File: src/rtl/mux_bus_wb_bridge.sv
module mux_bus_wb_bridge #(
  parameter int AW   = 16,
  parameter int DW   = 16,
  parameter int NIRQ = 4
) (
  input  logic            clk,
  input  logic            rst,
  input  logic            bus_cs_n,
  input  logic            bus_adv_n,
  input  logic            bus_rnw,
  input  logic [DW-1:0]   bus_ad_i,
  output logic [DW-1:0]   bus_ad_o,
  output logic            bus_ad_oe,
  output logic [AW-1:0]   wb_adr_o,
  output logic [DW-1:0]   wb_dat_o,
  input  logic [DW-1:0]   wb_dat_i,
  output logic            wb_we_o,
  output logic            wb_cyc_o,
  output logic            wb_stb_o,
  input  logic            wb_ack_i,
  input  logic [NIRQ-1:0] irq_src_i,
  output logic            host_irq_o
);

  typedef enum logic [1:0] {S_IDLE, S_WDATA, S_BUSY, S_HOLD} state_t;

  state_t          st;
  logic [AW-1:0]   adr_q;
  logic [DW-1:0]   wdat_q;
  logic [DW-1:0]   rdat_q;
  logic            rnw_q;
  logic            oe_q;
  logic            irq_q;

  wire addr_phase = !bus_cs_n && !bus_adv_n;
  wire can_start  = (st == S_IDLE) || (st == S_HOLD);

  always_ff @(posedge clk) begin
    if (rst) begin
      st     <= S_IDLE;
      adr_q  <= '0;
      wdat_q <= '0;
      rdat_q <= '0;
      rnw_q  <= 1'b1;
      oe_q   <= 1'b0;
      irq_q  <= 1'b0;
    end else begin
      irq_q <= |irq_src_i;
      oe_q  <= !bus_cs_n && bus_adv_n && rnw_q && (st != S_IDLE);
      if (can_start && addr_phase) begin
        adr_q <= bus_ad_i[AW-1:0];
        rnw_q <= bus_rnw;
        st    <= bus_rnw ? S_BUSY : S_WDATA;
      end else begin
        case (st)
          S_WDATA: begin
            wdat_q <= bus_ad_i;
            st     <= S_BUSY;
          end
          S_BUSY: if (wb_ack_i) begin
            if (rnw_q) rdat_q <= wb_dat_i;
            st <= bus_cs_n ? S_IDLE : S_HOLD;
          end
          S_HOLD: if (bus_cs_n) st <= S_IDLE;
          default: ;
        endcase
      end
    end
  end

  assign wb_cyc_o   = (st == S_BUSY);
  assign wb_stb_o   = (st == S_BUSY);
  assign wb_we_o    = !rnw_q;
  assign wb_adr_o   = adr_q;
  assign wb_dat_o   = wdat_q;
  assign bus_ad_o   = rdat_q;
  assign bus_ad_oe  = oe_q;
  assign host_irq_o = irq_q;

endmodule


File: config.mk
export PLATFORM = sky130hd
export DESIGN_NAME = mux_bus_wb_bridge
export DESIGN_NICKNAME = d
export VERILOG_FILES = /design/src/rtl/mux_bus_wb_bridge.sv
export SDC_FILE = /design/constraint.sdc
export NUM_CORES = 1
export LEC_CHECK = 0
export ABC_AREA = 1
export BUFFER_PORTS_ARGS = -buffer_cell sky130_fd_sc_hd__buf_2
export CAP_MARGIN = 20
export CORE_MARGIN = 5
export CORE_UTILIZATION = 38
export CTS_BUF_LIST = sky130_fd_sc_hd__clkbuf_4 sky130_fd_sc_hd__clkbuf_8 sky130_fd_sc_hd__clkbuf_16
export DETAILED_ROUTE_END_ITERATION = 8
export PLACE_DENSITY = 0.78
export SKIP_CTS_REPAIR_TIMING = 1
export SYNTH_ARGS = -nofsm -noshare
export SYNTH_HDL_FRONTEND = slang
export SYNTH_SLANG_ARGS = --single-unit
File: constraint.sdc
create_clock -name clk -period 1.6 [get_ports clk]
set_clock_uncertainty 0.05 [all_clocks]
set_input_delay 0.16 -clock clk [delete_from_list [all_inputs] [get_ports clk]]
set_output_delay 0.16 -clock clk [all_outputs]
set_load 0.005 [all_outputs]
==> flow_summary.toml <==
[outcome]
run_status = "complete, but fails checks"
violations = "negative hold slack"

[drt]
vias_per_cell = 4.63
drt_wl_total_um = 5140
wl_per_cell_um = 12.1
antenna_left = 0
drc = 0
dr.pass1.iters = 4
first_iter_violations = 27
vias = 1959

[clock_network]
cts_buffer_depth = 2
clk_pin_slew_ps = 90
clk_latency_ps = 300
numCtsBuffers = 5
cts_tree = "yes"
cts_root_buf = "clkbuf_8"
cts.sinks = 53
cts_htree_levels = 2

[logic_synthesis]
ys_warn_count = 0
yosys.area.top_type = "dfxtp_1"
synth_area_leaders = "dfxtp_1 (51%), nor2_1 (12%), o21ai_0 (10%), inv_1 (4.9%), a21oi_1 (4.1%)"
synth_top_cell_area_share_pct = 51.4
synthDistinctLibCells = 24
synthFlopType = "dfxtp_1"
yosysSeqAreaShare_pct = 51.4
syn_area_per_cell_um2 = 7.91
synth-edff-count = 0
syn-instance-count = 261
synth_area_um2 = 2060
async_flop_share_pct = 0
syn-num-nets = 308
ys_ff_latch = 53

[finish]
drive_gt1_share_pct = 32.9
mostFrequentLayoutCell = "buf_2"
syn_to_final_growth_pct = 30.2
nNetsFinal = 399
final_area_um2 = 2690
antenna-diode-count = 0
utilization_pct = 51.6
final_cell_mix = "buf_2 (94), nor2_1 (68), dfxtp_1 (52)"

[worst_setup_path]
cpMostUsedCell = "nand2_1"
end_kind = "flop"
setup.worst_path.class = "reg -> reg"
worstPathRequired_ps = 1750
slowest_delay_ps = 370
crit_slowest_cell = "dfxtp_1"
cp_cell_sequence = "inv_1 > ha_1 > inv_2 > nand2_8 > nand2_1 > nand2_1 > a21oi_1 > nor2_1"
cp-start-kind = "flop"
r2r-start = "st[0]$_SDFFE_PP0P_"
ff2ff_path_depth = 8
path_max_fanout = 23
rrSetupSlack_ps = 110
reg2reg_to = "st[1]$_SDFFE_PP0P_"
worstPathArrival_ps = 1640

[power]
total_power_mw = 4.10
power.share.clock_pct = 20.3
power_leakage_nw = 1.36
power_density_nw_per_um2 = 1530
power_frac_comb_pct = 36.1
pwr-share-seq_pct = 43.7
internal_power_mw = 2.65
irDropWorstVdd_mv = 0.665
p_switching_mw = 1.46
switching_share_pct = 35.5

[sta]
rsz0062_at_grt = "no"
hold_slack_ps = -0.911
fin_ws_ps = 110
setup_tns_ps = 0
slew_violations = 0
finalHoldViolations = 1
max_slew_margin_pct = 73.7
finalSetupViolations = 0
max_freq_mhz = 671
worst_pin_slew_ps = 394
finalCriticalPeriod_ps = 1490
fin_crit_sh_pct = 93.1

[worst_hold_path]
hold_depth = 2
hold_start = "rst"
min_to = "host_irq_o$_SDFF_PP0_"
hp-class = "in -> reg"

[placement]
portBuffers = 94
place_area_um2 = 2570
gp_congestion = 0.835
dp_hpwl_um = 3840
dp_slack_ps = 57.6

[global_route]
grt_max_degree = 38
grt_pass1_wl_um = 8590
first_global_vias = 1918
grt_remaining_overflow = 0
grt_antenna_before_repair = 0
track_usage_pct = 14.7

[floorplan]
die_w_um = 83.7
start_util_pct = 39.7
dieArea_um2 = 7010
core-area_um2 = 5200
die_y_um = 83.7
rows = 26
num_io_pins = 95

[flow_run]
cap_violations = 0
-- Yosys cell counts, types with 2 or more instances --
cell and instances:
a21oi_1 17, nor2_1 68, o21ai_0 42, nand3_2 2
o21ai_1 6, inv_1 27, nor2_2 2, clkbuf_2 2
ha_1 5, nand3_1 4, buf_6 2, clkbuf_1 5
dfxtp_1 53, nand2_1 15, buf_2 2
-- flip-flops by register name, indices dropped and copies added (netlist names) --
signal	flops
bus_ad_oe	1
bus_ad_o	16
host_irq_o	1
wb_adr_o	16
st	2
rnw_q	1
wb_dat_o	16
-- critical path: cells and delay by family (launching register included) --
family	cells	cell delay (ps)
AO/OA/AOI/OAI	1	110
flip-flops	1	370
buffers and inverters	2	210
adder cells (fa/ha/maj)	1	310
AND/OR/NAND/NOR	4	330
-- power by group through the flow --
| stage | combinational, mW | sequential (mW) | clock (mW) |
|---|---|---|---|
| floorplan | 0.906 | 1.83 | 0 |
| global placement | 1.44 | 1.80 | 0 |
| detailed placement | 1.47 | 1.81 | 0 |
| CTS | 1.47 | 1.79 | 0.864 |
| global route | 1.71 | 1.83 | 0.915 |
| finish | 1.48 | 1.79 | 0.832 |
-- how the worst max path moves through the flow --
stage	start	end	slack [ps]	depth (start not counted)
2_1_floorplan	st[0]$_SDFFE_PP0P_	bus_ad_o[10]$_SDFFE_PP0P_	230	5
3_3_place_gp	st[1]$_SDFFE_PP0P_	st[1]$_SDFFE_PP0P_	120	8
3_5_place_dp	st[1]$_SDFFE_PP0P_	st[1]$_SDFFE_PP0P_	60	8
4_1_cts	st[1]$_SDFFE_PP0P_	st[1]$_SDFFE_PP0P_	40	8
5_1_grt	st[0]$_SDFFE_PP0P_	st[1]$_SDFFE_PP0P_	7	8
6_report	st[0]$_SDFFE_PP0P_	st[1]$_SDFFE_PP0P_	110	8
-- cells by family after synthesis --
| group | count (synthesis) | share of synthesized area, % |
|---|---|---|
| buffers and inverters | 43 | 10.7 |
| AOI/OAI and AO/OA | 66 | 16.1 |
| DFF | 53 | 51.4 |
| adders and majority gates | 5 | 3.03 |
| and+or+nand+nor | 94 | 18.7 |
-- per-stage QoR --
stage,hold WS [ps],cells
floorplan,182,261
global placement,311,415
detailed placement,314,415
CTS,-16.3,423
global route,4.94,423
finish,-0.911,423
-- cell type report --
type	instances	area [um2]
fill	513	2520
sequential	53	1060
multi-input combinational	165	793
timing repair buffer	98	526
inverter	29	114
clock buffer	7	96.3
tap	70	87.6
clock inverter	1	8.76
-- routing by layer --
metal,GRT usage [%],share of wire (%),wire [um],vias to the layer above
li1,-,-,-,1007
met1,17.3,45,2320,865
met2,25.2,44,2240,81
met3,5.53,10,528,6
met4,3.51,0.95,49,0
met5,0,0,0,-
(Power assumes the default switching activity.)
